<file path="src/rtl/fifo_rewind.sv">
module fifo_rewind #(
  parameter int WIDTH = 9,
  parameter int DEPTH = 256
) (
  input  logic             clk,
  input  logic             rst_n,
  input  logic             wr_en,
  input  logic [WIDTH-1:0] wr_data,
  input  logic             rd_en,
  input  logic             rewind,
  output logic [WIDTH-1:0] rd_data,
  output logic             rd_valid,
  output logic             empty,
  output logic             full,
  output logic             half_full
);
  localparam int AW = $clog2(DEPTH);
  localparam int CW = AW + 1;
  localparam logic [CW-1:0] FULL_C = CW'(DEPTH);
  localparam logic [CW-1:0] HALF_C = CW'(DEPTH / 2);

  logic [WIDTH-1:0] mem [DEPTH];
  logic [AW-1:0]    wptr, rptr;
  logic [CW-1:0]    cnt, cnt_nx;
  logic             rd_ok, wr_ok, rew_ok;

  assign empty  = (cnt == '0);
  assign full   = (cnt == FULL_C);
  assign rd_ok  = rd_en && (!empty || wr_en);
  assign wr_ok  = wr_en && (!full || rd_en);
  assign rew_ok = rewind && !rd_en && !wr_en;
  assign cnt_nx = rew_ok ? {1'b0, wptr}
                         : cnt + {{AW{1'b0}}, wr_ok} - {{AW{1'b0}}, rd_ok};

  always_ff @(posedge clk) begin
    if (wr_ok) mem[wptr] <= wr_data;
  end

  always_ff @(posedge clk or negedge rst_n) begin
    if (!rst_n) begin
      wptr      <= '0;
      rptr      <= '0;
      cnt       <= '0;
      half_full <= 1'b0;
      rd_valid  <= 1'b0;
      rd_data   <= '0;
    end else begin
      rd_valid  <= rd_ok;
      cnt       <= cnt_nx;
      half_full <= (cnt_nx > HALF_C);
      if (wr_ok) wptr <= wptr + 1'b1;
      if (rd_ok) begin
        rd_data <= empty ? wr_data : mem[rptr];
        rptr    <= rptr + 1'b1;
      end
      if (rew_ok) rptr <= '0;
    end
  end
endmodule


</file>
<file path="config.mk">
export PLATFORM = sky130hd
export DESIGN_NAME = fifo_rewind
export DESIGN_NICKNAME = d
export VERILOG_FILES = /design/src/rtl/fifo_rewind.sv
export SDC_FILE = /design/constraint.sdc
export NUM_CORES = 2
export LEC_CHECK = 0
export BUFFER_PORTS_ARGS = -buffer_cell sky130_fd_sc_hd__buf_2
export CAP_MARGIN = 10
export CELL_PAD_IN_SITES_DETAIL_PLACEMENT = 0
export CELL_PAD_IN_SITES_GLOBAL_PLACEMENT = 2
export CORE_AREA = 10 10 373 736
export CTS_CLUSTER_SIZE = 28
export DETAILED_ROUTE_END_ITERATION = 16
export DIE_AREA = 0 0 383 746
export PLACE_DENSITY_LB_ADDON = 0.1
export SETUP_SLACK_MARGIN = 0.1
export SLEW_MARGIN = 20
export SYNTH_ARGS = -nofsm -noshare
export SYNTH_HDL_FRONTEND = slang
export SYNTH_SLANG_ARGS = --single-unit
</file>
<file path="constraint.sdc">
create_clock -name clk -period 7.27 [get_ports clk]
set_input_delay 1.454 -clock clk [delete_from_list [all_inputs] [get_ports clk]]
set_output_delay 1.454 -clock clk [all_outputs]
set_load 0.05 [all_outputs]
</file>
Yosys cells after proc, flatten, opt, wreduce, memory -nomap -nowiden:

Memory sizes are Yosys's and may differ from the RTL's.
Index checks and enable logic that the tools add are counted.

* add/subtract/negate cells: 4
* multipliers: 0
* divide/modulo/power cells: 0
* magnitude comparators: 1
* equal/unequal tests: 1
* shift-type cells: 0
* multiplexer cells: 6
* bitwise operators: 0
* reduce and logical (&&, ||, !) cells: 12

Operators by type and width (count)
* $mux W9: 2
* $add A8 B1 Y8 const B: 2
* $mux W8: 2
* $add A9 B1 Y9: 1
* $eq A9 B9 Y1 const B: 1
* $gt A9 B8 Y1 const B: 1
* $logic_not A9 Y1: 1
* $sub A9 B1 Y9: 1
* $logic_and A1 B1 Y1: 4
* $logic_not A1 Y1: 4
* $logic_or A1 B1 Y1: 2
* $mux W1: 2
* $reduce_bool A2 Y1: 1

* bits in registers: 36
* latch bits: 0
* bits in writable memories: 2304
* memory bits (read-only): 0
* input bits: 14
* output and inout port bits: 13
* word-level logic and storage cells: 31
* memories kept: 1

Memories
* mem: words 256, bits a word 9, read ports 1, clocked after Yosys merged registers in 0, wr ports 1, line 22 `logic [WIDTH-1:0] mem [DEPTH];`

Logic depth before layout (Yosys ltp):

* depth in word-level cells: 8
* gate-level depth with buffers: 20
* depth with buffers taken out: 19

Worst setup path after synthesis:

No wires, ideal clock.

* path kind: input to register
* from: input wr_en
* to: register half_full
* library setup time: 140 ps
* data arrival time: 4354 ps
* required time: 7130 ps
* path slack: 2776 ps
* cell stages on the path: 16
* buffers on the path: 1
* path through: o21ai_0 -> inv_1 -> clkbuf_1 -> ha_1 -> inv_1 -> ha_1 -> inv_1 -> fa_1 -> nand2b_1 -> a21oi_1 -> o21ai_0 -> nand2_1 -> a21oi_1 -> or4b_1 -> a2111oi_0 -> o32ai_1

* cells in the longest elaborated chain, start to end: 5
* elaborated cells on any way between the ends: 9
* classes of those cells: add/sub (2); order compare (1); mux (1); reduce/logical (5)

RTL lines
* start, declared: line 7 `input logic wr_en,`
* $logic_or A1 B1 Y1: line 29 `assign rd_ok = rd_en && (!empty || wr_en);`
* $logic_and A1 B1 Y1: line 29
* via rd_ok: line 25 `logic rd_ok, wr_ok, rew_ok;`
* $sub A9 B1 Y9: line 33 `: cnt + {{AW{1'b0}}, wr_ok} - {{AW{1'b0}}, rd_ok};`
* $mux W9: line 32 `assign cnt_nx = rew_ok ? {1'b0, wptr}`
* via cnt_nx[4]: line 24 `logic [CW-1:0] cnt, cnt_nx;`
* $gt A9 B8 Y1: line 50 `half_full <= (cnt_nx > HALF_C);`
* end signal, assigned: line 50
* end, declared: line 15 `output logic half_full`

The timed path passes the listed nets, and every way through them passes these cells.
A chain may end at the register's enable or synchronous reset.

Worst setup path after layout:

* from: register cnt[6]
* to: register half_full

* cells in the longest elaborated chain, start to end: 8
* elaborated cells on any way between the ends: 12
* classes of those cells: add/sub (2); order compare (1); eq/ne (1); mux (1); reduce/logical (7)

RTL lines
* start, declared: line 24
* start signal, assigned: line 49 `cnt <= cnt_nx;`
* $eq A9 B9 Y1: line 28 `assign full = (cnt == FULL_C);`
* $logic_not A1 Y1: line 30 `assign wr_ok = wr_en && (!full || rd_en);`
* $logic_or A1 B1 Y1: line 30
* $logic_and A1 B1 Y1: line 30
* $add A9 B1 Y9: line 33
* $sub A9 B1 Y9 *: line 33
* $mux W9 *: line 32
* via cnt_nx[4]: line 24
* $gt A9 B8 Y1 *: line 50

The timed path passes the listed nets; every way through them passes the cells marked *.

==> qor.csv <==
stage;metric;value;unit
outcome;status;finished, final reports clean;
timing;final count of hold timing violations;0;
worst_setup_path;Critical Path Max Stage Delay;0.57;ns
timing;Final Skew;0.0393;ns
floorplan;die footprint;286000;um^2
clock_network;Clock Path Buffers;4;
global_routing;antenna violations before repair;14;
placed_design;global placer's final weighted congestion;0.808;
synthesis;number of synthesized flops with an enable pin;2304;
run;max_cap viols;0;
synthesis;Synth top area share;75.8;%
timing;Fin Hold WS;0.585;ns
routing;drt total wl;309000;um
worst_setup_path;Worst Path Required;7.96;ns
synthesis;Post-Synthesis Cell Area;91300;um^2
floorplan;I/O pin count;27;
synthesis;Cells after Synth;4362;
worst_setup_path;WP buf/inv;7;
finish;most frequent cells in the layout;2304 x edfxtp_1, 537 x mux4_2, 311 x nor2_1, 214 x clkbuf_16, 199 x mux2i_1;
floorplan;die span in x;383;um
synthesis;FF+latch count, synth;2340;
worst_setup_path;Worst R2R End;half_full;
worst_setup_path;Critical Path Sink Type;flop;
routing;via count;44400;
global_routing;first-pass GRT wire length;420000;um
synthesis;Yosys warning count;0;
clock_network;Root Driver;clkbuf_16;
floorplan;die height;746;um
worst_setup_path;crit-path leading delay family;simple AND/OR/NAND/NOR gates;
global_routing;Total GRT Usage;21.3;%
placed_design;placed cell area;95800;um^2
timing;final slew viol count;0;
finish;Register Area;70100;um^2
synthesis;predominant post-synthesis flop cell;edfxtp_1;
timing;Tmin final;4.85;ns
timing;Setup TNS;0;ns
timing;worst-margin pin slew;1.21;ns
synthesis;Async SR Flop Fraction;1.54;%
worst_setup_path;flop2flop setup slack;2.42;ns
placed_design;Port Buffers;26;
floorplan;Core Box Area;262000;um^2
routing;Post-Route M1 WL;113000;um
min_path;Hold Path Class;input pin to async pin;
timing;final setup fails;0;
clock_network;number of gates resized after cts;0;
timing;final worst-path setup slack;2.42;ns
clock_network;setup bufs post-CTS;0;
clock_network;Num CTS Buffers;212;
placed_design;pre-CTS setup slack;2.19;ns
routing;met2 wire len;171000;um
floorplan;Rows;266;
power;Lkg Pwr;31.5;nW
global_routing;largest net degree at the start of global routing;162;
synthesis;register area share after synthesis;76.7;%
power;total power;37.3;mW
finish;Multi-input gate area;19800;um^2
placed_design;DP Wirelength;194000;um
finish;area grow syn2layout;12.3;%
worst_setup_path;Worst Path Arrival;5.54;ns
worst_setup_path;critical path class;flop to flop;
synthesis;Distinct cells, synth;74;
finish;Fill cells;23700;
clock_network;Sink Count;2340;
routing;DRT Pass-1 Iters;5;
finish;Util after Layout;39.1;%
worst_setup_path;R2R depth;22;
finish;number of nets in the layout;4498;
routing;Routed WL per cell;38.0;um
routing;post-route ant nets;0;
global_routing;total gr overflow;0;
timing;Fmax achieved;206;MHz
routing;met3 wire len;9680;um
synthesis;synthesized net count;4394;
finish;design area;103000;um^2
worst_setup_path;Worst Path Max Fanout;17;
worst_setup_path;worst reg2reg startpoint;cnt[6];
routing;Top Metal Used;met4;
synthesis;Synth area leaders;edfxtp_1 76%, mux4_2 13%, mux2i_1 2.2%;
clock_network;Max H-tree Level;4;
clock_network;hold_buf cts;0;
timing;max_slew headroom;19.6;%
worst_setup_path;critical path cell sequence;inv_1 > ha_1 > nor4bb_1 > nand3b_1 > buf_4 > o21ai_1 > buf_4 > inv_1 > buf_4 > ha_1 > inv_1 > ha_1 > inv_1 > fa_1 > nand2b_1 > a21oi_1 > o21ai_0 > nand2_1 > a21oi_1 > or4b_1 > a2111oi_0 > o32ai_1;
worst_setup_path;Worst setup SP type;flop;
worst_setup_path;most used cell, CP;inv_1;
timing;RSZ-0062 raised after global routing;false;
timing;Final Cycle Share;66.7;%
routing;initial DRC count;3616;
routing;# DRC;0;
worst_setup_path;slowest CP cell;or4b_1;
clock_network;Clk Latency, worst-skew pair;0.90;ns
finish;most common cell after layout, fill and taps aside;edfxtp_1;
global_routing;vias in the first global route;47400;
synthesis;Avg Inst Size Synth;20.9;um^2
floorplan;Starting Density;34.8;%
clock_network;Worst-path clk slew;0.07;ns
finish;fin cells;8119;
placed_design;DP Cell Count;7736;
synthesis;post-synth top area cell;edfxtp_1;
routing;Vias/cell;5.47;
finish;share of layout cells above drive strength 1;22.2;%
power;PwrDens;363;nW/um^2
clock_network;CTS tree;yes;
power;Worst VDD drop;0.222;mV
[layer usage]
layer / global-route usage (%) / up-vias
met4: 8.70 / 0
met2: 40.4 / 1119
li1: - / 18300
met3: 1.98 / 360
met5: 0 / -
met1: 24.2 / 24600
[layout make-up]
class	instances	share of cell area, %
Antenna cell	9	0.0220
Inverter	23	0.0915
Clock inverter	120	1.13
Timing Repair Buffer	145	1.40
Clock buffer	254	5.39
Tap cell	3484	4.25
Multi-Input combinational cell	1744	19.3
Sequential cell	2340	68.4
[report_power, final]
part	internal, mW	switching [mW]
combinational	3.91	6.75
sequential	15.0	0.319
clock	6.18	5.08
[sequential cells by signal, indices dropped and copies added (netlist names)]
signal	count
cnt	9
wptr	8
rd_data	9
rd_valid	1
rptr	8
half_full	1
mem	2304
[cell usage after synthesis, types with 4 or more instances]
| cell | count |
|---|---|
| a211oi_1 | 18 |
| a21oi_1 | 91 |
| a221oi_1 | 31 |
| a22o_1 | 21 |
| a22oi_1 | 49 |
| a31oi_1 | 17 |
| a32o_1 | 4 |
| and2_1 | 7 |
| and3_1 | 6 |
| buf_1 | 20 |
| buf_2 | 52 |
| buf_4 | 20 |
| buf_6 | 45 |
| buf_8 | 7 |
| clkbuf_1 | 111 |
| dfrtp_1 | 36 |
| edfxtp_1 | 2304 |
| ha_1 | 17 |
| inv_1 | 20 |
| mux2i_1 | 199 |
| mux4_2 | 537 |
| nand2_1 | 146 |
| nand2b_1 | 6 |
| nand3_1 | 23 |
| nand4_1 | 8 |
| nor2_1 | 318 |
| nor2b_1 | 12 |
| nor3_1 | 18 |
| nor4_1 | 5 |
| o211ai_1 | 17 |
| o21a_1 | 4 |
| o21ai_0 | 34 |
| o21ai_1 | 20 |
| o221ai_1 | 24 |
| o22ai_1 | 24 |
| o31ai_1 | 4 |
| or3_1 | 6 |
| xnor2_1 | 18 |
[cell families (layout without fill, tap and decap cells)]
kind of cell | count (synthesis) | in the layout | share of synthesized area [%]
AOI/OAI and AO/OA | 399 | 399 | 3.01
xor gates and xnor gates | 21 | 21 | 0.201
adders and majority gates | 18 | 18 | 0.255
buffers and inverters | 278 | 542 | 1.75
DFF | 2340 | 2340 | 76.7
muxes | 738 | 738 | 15.4
other | 0 | 9 | 0
and+or+nand+nor | 568 | 568 | 2.59
[how the worst max path moves through the flow]
stage | from | end | cells after the start
2_1_floorplan | wr_en | half_full | 16
3_3_place_gp | wr_en | half_full | 18
3_5_place_dp | wr_en | half_full | 18
4_1_cts | cnt[6] | half_full | 22
5_1_grt | cnt[6] | half_full | 22
6_report | cnt[6] | half_full | 22
[worst reg2reg max path, cell delays in order (launching register included)]
cell and delay, ns:
dfrtp_1 0.38, inv_1 0.10, ha_1 0.16, nor4bb_1 0.37
nand3b_1 0.13, buf_4 0.21, o21ai_1 0.16, buf_4 0.23
inv_1 0.07, buf_4 0.21, ha_1 0.32, inv_1 0.06
ha_1 0.16, inv_1 0.06, fa_1 0.42, nand2b_1 0.16
a21oi_1 0.17, o21ai_0 0.12, nand2_1 0.08, a21oi_1 0.08
or4b_1 0.57, a2111oi_0 0.34, o32ai_1 0.13
Note: power is estimated with default switching activity, not from simulation.
